**src/rtl/pp_pkg.sv**
```systemverilog
package pp_pkg;

  localparam int CMD_W = 8;
  localparam int PC_W  = 6;
  localparam int NCH   = 2;

  localparam logic [1:0] SEL_CMD = 2'd0;
  localparam logic [1:0] SEL_A   = 2'd1;
  localparam logic [1:0] SEL_B   = 2'd2;
  localparam logic [1:0] SEL_C   = 2'd3;

  // bit positions of the handshake lines on port C
  localparam int HS_A_INTR = 0;
  localparam int HS_A_BF   = 1;
  localparam int HS_A_STB  = 2;
  localparam int HS_B_INTR = 3;
  localparam int HS_B_BF   = 4;
  localparam int HS_B_STB  = 5;

  localparam logic [PC_W-1:0] HS_OE_MASK = 6'b011011;

  typedef enum logic [1:0] {
    PCM_IN   = 2'b00,
    PCM_OUT  = 2'b01,
    PCM_HS   = 2'b10,
    PCM_HS_X = 2'b11
  } pc_mode_e;

  typedef struct packed {
    logic [1:0] rsvd;
    logic       ien_b;
    logic       ien_a;
    pc_mode_e   pc_mode;
    logic       dir_b;
    logic       dir_a;
  } cmd_t;

endpackage

```
**src/rtl/pp_sync.sv**
```systemverilog
module pp_sync #(
  parameter int   STAGES = 2,
  parameter logic IDLE   = 1'b1
) (
  input  logic clk,
  input  logic rst,
  input  logic din,
  output logic fall,
  output logic rise
);
  // sh[STAGES-1] is the synchronized level, sh[STAGES] its previous value
  logic [STAGES:0] sh;

  always_ff @(posedge clk) begin
    if (rst) sh <= {(STAGES+1){IDLE}};
    else     sh <= {sh[STAGES-1:0], din};
  end

  assign fall =  sh[STAGES] & ~sh[STAGES-1];
  assign rise = ~sh[STAGES] &  sh[STAGES-1];
endmodule

```
**src/rtl/pp_hs_chan.sv**
```systemverilog
module pp_hs_chan #(
  parameter int W = 8
) (
  input  logic         clk,
  input  logic         rst,
  input  logic         en,
  input  logic         dir_out,
  input  logic         ien,
  input  logic         stb_fall,
  input  logic         stb_rise,
  input  logic         cpu_rd,
  input  logic         cpu_wr,
  input  logic [W-1:0] pin,
  output logic         bf,
  output logic         intr,
  output logic [W-1:0] cap
);
  always_ff @(posedge clk) begin
    if (rst) begin
      bf   <= 1'b0;
      intr <= 1'b0;
      cap  <= '0;
    end else if (en) begin
      if (dir_out) begin
        // output side: strobe acknowledges, a new write wins over it
        if (stb_fall) bf <= 1'b0;
        if (cpu_wr) begin
          bf   <= 1'b1;
          intr <= 1'b0;
        end
        if (stb_rise && ien) intr <= 1'b1;
      end else begin
        // input side: host read clears, a strobe event in the same cycle wins
        if (cpu_rd) begin
          bf   <= 1'b0;
          intr <= 1'b0;
        end
        if (stb_fall) begin
          bf  <= 1'b1;
          cap <= pin;
        end
        if (stb_rise && ien) intr <= 1'b1;
      end
    end
  end
endmodule

```
**src/rtl/prog_ports.sv**
```systemverilog
module prog_ports
  import pp_pkg::*;
#(
  parameter int DATA_W     = 8,
  parameter int SYNC_STAGE = 2
) (
  input  logic              clk,
  input  logic              rst,
  input  logic              wr_en,
  input  logic              rd_en,
  input  logic [1:0]        reg_sel,
  input  logic [DATA_W-1:0] wr_data,
  output logic [DATA_W-1:0] rd_data,
  input  logic [DATA_W-1:0] pa_in,
  output logic [DATA_W-1:0] pa_out,
  output logic              pa_oe,
  input  logic [DATA_W-1:0] pb_in,
  output logic [DATA_W-1:0] pb_out,
  output logic              pb_oe,
  input  logic [PC_W-1:0]   pc_in,
  output logic [PC_W-1:0]   pc_out,
  output logic [PC_W-1:0]   pc_oe
);
  localparam int PAD_C = DATA_W - PC_W;
  localparam int PAD_S = DATA_W - CMD_W;

  cmd_t                        cmd_q;
  logic [DATA_W-1:0]           lat_a, lat_b;
  logic [PC_W-1:0]             lat_c;
  logic                        hs_mode;

  logic [NCH-1:0]              stb_raw, fall, rise;
  logic [NCH-1:0]              dir_out, ien, cpu_rd, cpu_wr;
  logic [NCH-1:0]              intr_q, bf_q;
  logic [NCH-1:0][DATA_W-1:0]  pin_v, cap_v;

  logic [DATA_W-1:0]           rd_next;
  logic [CMD_W-1:0]            status;
  logic [PC_W-1:0]             pc_hs_view;

  assign hs_mode = cmd_q.pc_mode[1];

  // ---------------- host write side ----------------
  always_ff @(posedge clk) begin
    if (rst) begin
      cmd_q <= '0;
      lat_a <= '0;
      lat_b <= '0;
      lat_c <= '0;
    end else if (wr_en) begin
      case (reg_sel)
        SEL_CMD: cmd_q <= cmd_t'(wr_data[CMD_W-1:0]);
        SEL_A:   lat_a <= wr_data;
        SEL_B:   lat_b <= wr_data;
        default: lat_c <= wr_data[PC_W-1:0];
      endcase
    end
  end

  // ---------------- handshake channels ----------------
  assign stb_raw = {pc_in[HS_B_STB], pc_in[HS_A_STB]};
  assign dir_out = {cmd_q.dir_b, cmd_q.dir_a};
  assign ien     = {cmd_q.ien_b, cmd_q.ien_a};
  assign pin_v   = {pb_in, pa_in};

  genvar g;
  generate
    for (g = 0; g < NCH; g++) begin : g_ch
      localparam logic [1:0] MY_SEL = SEL_A + 2'(g);

      assign cpu_rd[g] = rd_en && (reg_sel == MY_SEL);
      assign cpu_wr[g] = wr_en && (reg_sel == MY_SEL);

      pp_sync #(.STAGES(SYNC_STAGE), .IDLE(1'b1)) u_sync (
        .clk  (clk),
        .rst  (rst),
        .din  (stb_raw[g]),
        .fall (fall[g]),
        .rise (rise[g])
      );

      pp_hs_chan #(.W(DATA_W)) u_chan (
        .clk      (clk),
        .rst      (rst),
        .en       (hs_mode),
        .dir_out  (dir_out[g]),
        .ien      (ien[g]),
        .stb_fall (fall[g]),
        .stb_rise (rise[g]),
        .cpu_rd   (cpu_rd[g]),
        .cpu_wr   (cpu_wr[g]),
        .pin      (pin_v[g]),
        .bf       (bf_q[g]),
        .intr     (intr_q[g]),
        .cap      (cap_v[g])
      );
    end
  endgenerate

  // ---------------- pin drive ----------------
  assign pa_out = lat_a;
  assign pa_oe  = cmd_q.dir_a;
  assign pb_out = lat_b;
  assign pb_oe  = cmd_q.dir_b;

  always_comb begin
    pc_hs_view            = '0;
    pc_hs_view[HS_A_INTR] = intr_q[0];
    pc_hs_view[HS_A_BF]   = bf_q[0];
    pc_hs_view[HS_B_INTR] = intr_q[1];
    pc_hs_view[HS_B_BF]   = bf_q[1];
  end

  always_comb begin
    case (cmd_q.pc_mode)
      PCM_IN: begin
        pc_out = lat_c;
        pc_oe  = '0;
      end
      PCM_OUT: begin
        pc_out = lat_c;
        pc_oe  = '1;
      end
      default: begin
        pc_out = pc_hs_view;
        pc_oe  = HS_OE_MASK;
      end
    endcase
  end

  // ---------------- host read side ----------------
  assign status = {2'b00, cmd_q.ien_b, bf_q[1], intr_q[1],
                   cmd_q.ien_a, bf_q[0], intr_q[0]};

  always_comb begin
    case (reg_sel)
      SEL_CMD: rd_next = {{PAD_S{1'b0}}, status};
      SEL_A: begin
        if (cmd_q.dir_a)  rd_next = lat_a;
        else if (hs_mode) rd_next = cap_v[0];
        else              rd_next = pa_in;
      end
      SEL_B: begin
        if (cmd_q.dir_b)  rd_next = lat_b;
        else if (hs_mode) rd_next = cap_v[1];
        else              rd_next = pb_in;
      end
      default: begin
        case (cmd_q.pc_mode)
          PCM_IN:  rd_next = {{PAD_C{1'b0}}, pc_in};
          PCM_OUT: rd_next = {{PAD_C{1'b0}}, lat_c};
          default: rd_next = {{PAD_C{1'b0}},
                              (pc_hs_view | (pc_in & ~HS_OE_MASK))};
        endcase
      end
    endcase
  end

  always_ff @(posedge clk) begin
    if (rst)        rd_data <= '0;
    else if (rd_en) rd_data <= rd_next;
  end

endmodule

```
**config.mk**
```make
export PLATFORM = sky130hd
export DESIGN_NAME = prog_ports
export DESIGN_NICKNAME = d
export VERILOG_FILES = /design/src/rtl/pp_pkg.sv /design/src/rtl/pp_sync.sv /design/src/rtl/pp_hs_chan.sv /design/src/rtl/prog_ports.sv
export SDC_FILE = /design/constraint.sdc
export NUM_CORES = 1
export LEC_CHECK = 0
export ABC_CLOCK_PERIOD_IN_PS = 2050
export BUFFER_PORTS_ARGS = -buffer_cell sky130_fd_sc_hd__buf_4
export CORE_ASPECT_RATIO = 1.2
export CORE_MARGIN = 1
export CORE_UTILIZATION = 45
export DETAILED_ROUTE_END_ITERATION = 6
export PLACE_DENSITY = 0.69
export SYNTH_ARGS = -nofsm -noshare
export SYNTH_HDL_FRONTEND = slang
export SYNTH_SLANG_ARGS = --single-unit
```
**constraint.sdc**
```tcl
create_clock -name clk -period 2.05 [get_ports clk]
set_input_delay 0.3075 -clock clk [delete_from_list [all_inputs] [get_ports clk]]
set_output_delay 0.3075 -clock clk [all_outputs]
set_load 0.01 [all_outputs]
```
# ---- Word-level counts from Yosys, hierarchy flattened
# Cells that the tools add are included.
# Widths: inputs -> output; s select.
dict set report word_totals {
  register_bits 62
  in_bits 36
  out_inout_bits 38
  word_cells 86
}
dict set report op_classes {
  n_eq_ne 7
  n_mux 26
  n_bitwise 12
  reduce_logical 24
}
# cell n
set op_table {}
lappend op_table {{$mux 8} 4}
lappend op_table {{$pmux 6 s2} 2}
lappend op_table {{$pmux 8 s3} 1}
lappend op_table {{$mux 1} 18}
lappend op_table {{$reduce_and 3->1} 6}
lappend op_table {{$ne 3x1->1 const B} 4}
lappend op_table {{$reduce_bool 3->1} 4}
lappend op_table {{$reduce_and 2->1} 4}
lappend op_table {{$not 1->1} 7}
lappend op_table {{$logic_and 1x1->1} 6}
lappend op_table {{$mux 6} 1}
lappend op_table {{$or 5x6->6} 1}
lappend op_table {{$and 1x1->1} 4}
lappend op_table {{$eq 2x1->1 const B} 2}
lappend op_table {{$logic_not 2->1} 2}
lappend op_table {{$reduce_or 3->1} 1}
lappend op_table {{$eq 2x2->1 const B} 1}
lappend op_table {{$reduce_or 2->1} 1}

# ---- Depth between registers and ports, before layout
dict set report logic_depth {
  ltp_word 5
  mapped_depth 7
  mapped_depth_nobuf 4
}

# ---- Cells and area by module
# A second synthesis with hierarchy kept.
dict set report unflattened {
  cells_unflattened 335
  area_unflattened_um2 3022.9
}
# mod n_inst cells_per_inst area_per_inst_um2 seq_area_each_um2
set by_module_without_submodules {}
lappend by_module_without_submodules {prog_ports 1 237 2029.4 720.7}
lappend by_module_without_submodules {pp_hs_chan 2 41 404.1 200.2}
lappend by_module_without_submodules {pp_sync 2 8 92.6 60.1}

# ---- Least setup slack after synthesis
# Ideal clock, no wire load.
dict set report synth_timing {
  path_kind {flip-flop to output port}
  startpoint {register cmd_q[3] (netlist bit)}
  endpoint {output port pc_oe[1]}
  t_arrival_ps 1281
  required_ps 1742
  setup_slack_ps 462
  stages_incl_launch_ff 6
  path_buffers 4
  cell_sequence {dfxtp_1 buf_4 buf_2 buf_2 or2_2 buf_4}
}
dict set report synth_via {
  elab_chain_cells 2
  word_cells_on_any_way 3
  cone_classes {eq/ne: 1; mux: 1; reduce/logical: 1}
}
# element line
set synth_rtl {}
lappend synth_rtl {{from (decl)} prog_ports.sv:27} ;# cmd_t cmd_q;
lappend synth_rtl {{from (signal assigned)} prog_ports.sv:52} ;# SEL_CMD: cmd_q <= cmd_t'(wr_data[CMD_W-1:0]);
lappend synth_rtl {{$eq 2x1->1 or $logic_not 2->1 (tied branches)} prog_ports.sv:115} ;# case (cmd_q.pc_mode)
lappend synth_rtl {{$pmux 6 s2 *} prog_ports.sv:115}
lappend synth_rtl {{to (decl)} prog_ports.sv:22} ;# output logic [PC_W-1:0] pc_oe
# Mark *: on every way between the ends. The rest lies on a longest branch, timed or not.

# ---- Worst setup path in the final report
dict set report layout_timing {
  startpoint {register cmd_q[3] (netlist bit)}
  endpoint {output port pc_out[0]}
}
dict set report layout_via {
  elab_chain_cells 3
  word_cells_on_any_way 4
  cone_classes {eq/ne: 1; mux: 1; reduce/logical: 2}
}
# element line
set layout_rtl {}
lappend layout_rtl {{$eq 2x1->1 or $logic_not 2->1 (tied branches)} prog_ports.sv:115}
lappend layout_rtl {{$reduce_or 2->1 (no source line) *} --}
lappend layout_rtl {{$mux 6 *} prog_ports.sv:115}
lappend layout_rtl {{to (decl)} prog_ports.sv:21} ;# output logic [PC_W-1:0] pc_out,
# Marks and branches as above.

==> flow_summary.ini <==
[synthesis]
synth_edf_count = 0
post_synth_num_cell_types = 40
synth_most_common_cell = dfxtp_1
synthTopCellsByArea = dfxtp_1 (41%), mux2i_1 (14%), nor2_1 (4.4%)
ys_ff_latch = 62
synth_top_cell_by_area = dfxtp_1
synth_top_area_share_pct = 40.9
seq_area_frac_synth_pct = 40.9
synthTopCellsByCount = dfxtp_1 (62), mux2i_1 (42), nor2_1 (36)
syn_area_um2 = 3040
syn_inst = 348
ys.warnings.count = 0
synth_flop_cell = dfxtp_1
async_flop_share_pct = 0
synth.avg_cell_area_um2 = 8.73
syn_nets = 384

[finish]
diodes = 0
nNetsFinal = 444
drive_above_1_share_pct = 28.2
fill_cells = 642
stdcell_count = 497
areaGrowthSynthToFinish_pct = 23.4

[power_and_ir_drop]
irDropWorstVdd_uv = 437
power_density_nw_per_um2 = 690
finalPower_uw = 2580
p_leak_uw = 0.00147

[critical_path]
crit_path_start_kind = register
crit_start = cmd_q[3]
crit_fanout = 19
required_ns = 1.74
path_class = register to primary output
rr_startpoint = pa_oe
crit_chain = buf_6 > mux2_2 > buf_4
ff2ff_path_depth = 4
crit_path_end = pc_out[0]
crit_path_max_incr_delay_ns = 0.52
arrival_ns = 1.63
crit_slowest_cell = dfxtp_2
ff2ff_setup_slack_ns = 0.28
critPathCaptureType = primary output
worstReg2RegEnd = g_ch[0].u_chan.bf

[grt]
track_usage_pct = 24.8
grt_remaining_overflow = 0
grt_antenna_before_repair = 0
grt_pass1_vias = 2530
grt_first_pass_wirelength_mm = 13.4
grt_max_degree = 36

[floorplan]
pin_count = 74
dieArea_um2 = 7080
fp.dieW_um = 77.0
rows = 32
fp.dieH_um = 92.0
start_util_pct = 46.8
core_um2 = 6490

[detailed_routing]
avgViaCountPerCell = 5.47
dr.pass1.iters = 4
ant_nets = 0
wl_per_cell_um = 16.8
drc_errors = 0
drt_iter0_markers = 161
wirelength_mm = 8.33
num_vias = 2717

[clock_tree]
clock_sinks = 62
insertion_delay_ns = 0.34
cts_tree = done
clockBufferDepth = 2
post_cts_buffers = 0
h-tree-depth = 3
clkTransAtPathRegs_ns = 0.07
cts-buffers-inserted = 9
root_buffer = clkbuf_8
cts_hold_buf = 0

[timing]
slew_headroom_pct = 46.9
slew_violations = 0
min_period_ns = 1.93
setup_ws_ns = 0.117
hold_violations = 0
skew_ns = 0.00920
setup_tns_ns = 0
fmax_mhz = 517
min_period_over_period_pct = 94.3
grt_setup_unrepaired = no
worstMarginPinSlew_ns = 0.796
setup_viol = 0

[placement]
dp_slack_ns = 0.225
dp.cells = 482
gp_congestion = 0.894
portBuffers = 73
dp_hpwl_mm = 5.79

[worst_hold_path]
hp-class = input port to register
hold_depth = 2

[status]
outcome = completed

[run]
cap_violations = 0
-- per-stage QoR --
| stage | area (um^2) | util, % | hold WS (ns) |
|---|---|---|---|
| global placement | 3570 | 55.1 | 0.394 |
| floorplan | 3040 | - | 0.389 |
| global route | 3750 | 57.8 | 0.152 |
| detailed placement | 3570 | 55.1 | 0.398 |
| finish | 3750 | 57.8 | 0.163 |
| CTS | 3740 | 57.7 | 0.157 |
-- report_power, final --
| part | total, uW | internal, uW | switching [uW] |
|---|---|---|---|
| Combinational | 355 | 170 | 185 |
| Sequential | 1280 | 1240 | 36.0 |
| Clock | 951 | 498 | 453 |
-- cells by family (layout without fill, tap and decap cells) --
family,Yosys count,count (layout),synth area share (%)
buf+inv,35,99,6.05
mux,53,53,17.9
simple gates,131,131,21.7
compound gates,67,67,13.4
flops,62,62,40.9
-- layout make-up --
| class | count | area, um^2 | share of cell area (%) |
|---|---|---|---|
| clock inverter | 1 | 5.00 | 0.134 |
| multi-input combinational | 251 | 1610 | 43.0 |
| inverter | 5 | 21.3 | 0.568 |
| sequential | 62 | 1240 | 33.2 |
| timing repair buffer | 79 | 597 | 15.9 |
| clock buffer | 14 | 163 | 4.34 |
| tap | 85 | 106 | 2.84 |
-- per-layer routing --
layer  GRT usage [%]  vias up  wire, um  share of wire (%)
li1                -     1333         -                  -
met1            33.5     1280      3870                 46
met2            38.6       92      3850                 46
met3            6.27       12       482                5.8
met4            7.70        0       123                1.5
met5               0        -         0                  0
-- worst min path at each step --
| stage | startpoint | to |
|---|---|---|
| after global routing | pc_in[5] | g_ch[1].u_sync.sh[0] |
| after floorplan | g_ch[0].u_sync.sh[0] | g_ch[0].u_sync.sh[1] |
| after CTS | pc_in[5] | g_ch[1].u_sync.sh[0] |
| after detailed placement | g_ch[1].u_sync.sh[0] | g_ch[1].u_sync.sh[1] |
| after global placement | g_ch[0].u_sync.sh[0] | g_ch[0].u_sync.sh[1] |
| final | pc_in[5] | g_ch[1].u_sync.sh[0] |
-- critical path: cells and delay by family, from the launching register on --
kind                   cells  cell delay, ns
flip-flops                 1            0.52
multiplexers               1            0.36
buffers and inverters      2            0.39
-- flip-flops by register name (all words and copies together), names as in the netlist, 4 cells and up --
signal / cells
cmd_q: 4
g_ch.u_chan.cap: 16
g_ch.u_sync.sh: 6
lat_c: 6
pa_out: 8
pb_out: 8
rd_data: 8
-- what timing repair did --
action | CTS | global route
setup endpoints to repair | 4 | 3
resized for setup | 1 | 1
cloned | 0 | 0
-- cells in the final DEF (no fill, tap or decap), types with 3 or more instances in the layout --
cell	count
buf_4	78
dfxtp_1	61
mux2i_1	42
nor2_1	36
nand2_1	33
a21oi_1	25
nand3_1	21
o21ai_0	17
mux2_2	11
clkbuf_8	11
nor2b_1	9
or2_2	7
nand2b_1	5
a211oi_1	5
nand3b_1	5
inv_1	4
nor3_1	4
a22oi_1	4
o22ai_1	3
clkbuf_1	3
(Power assumes the default switching activity.)
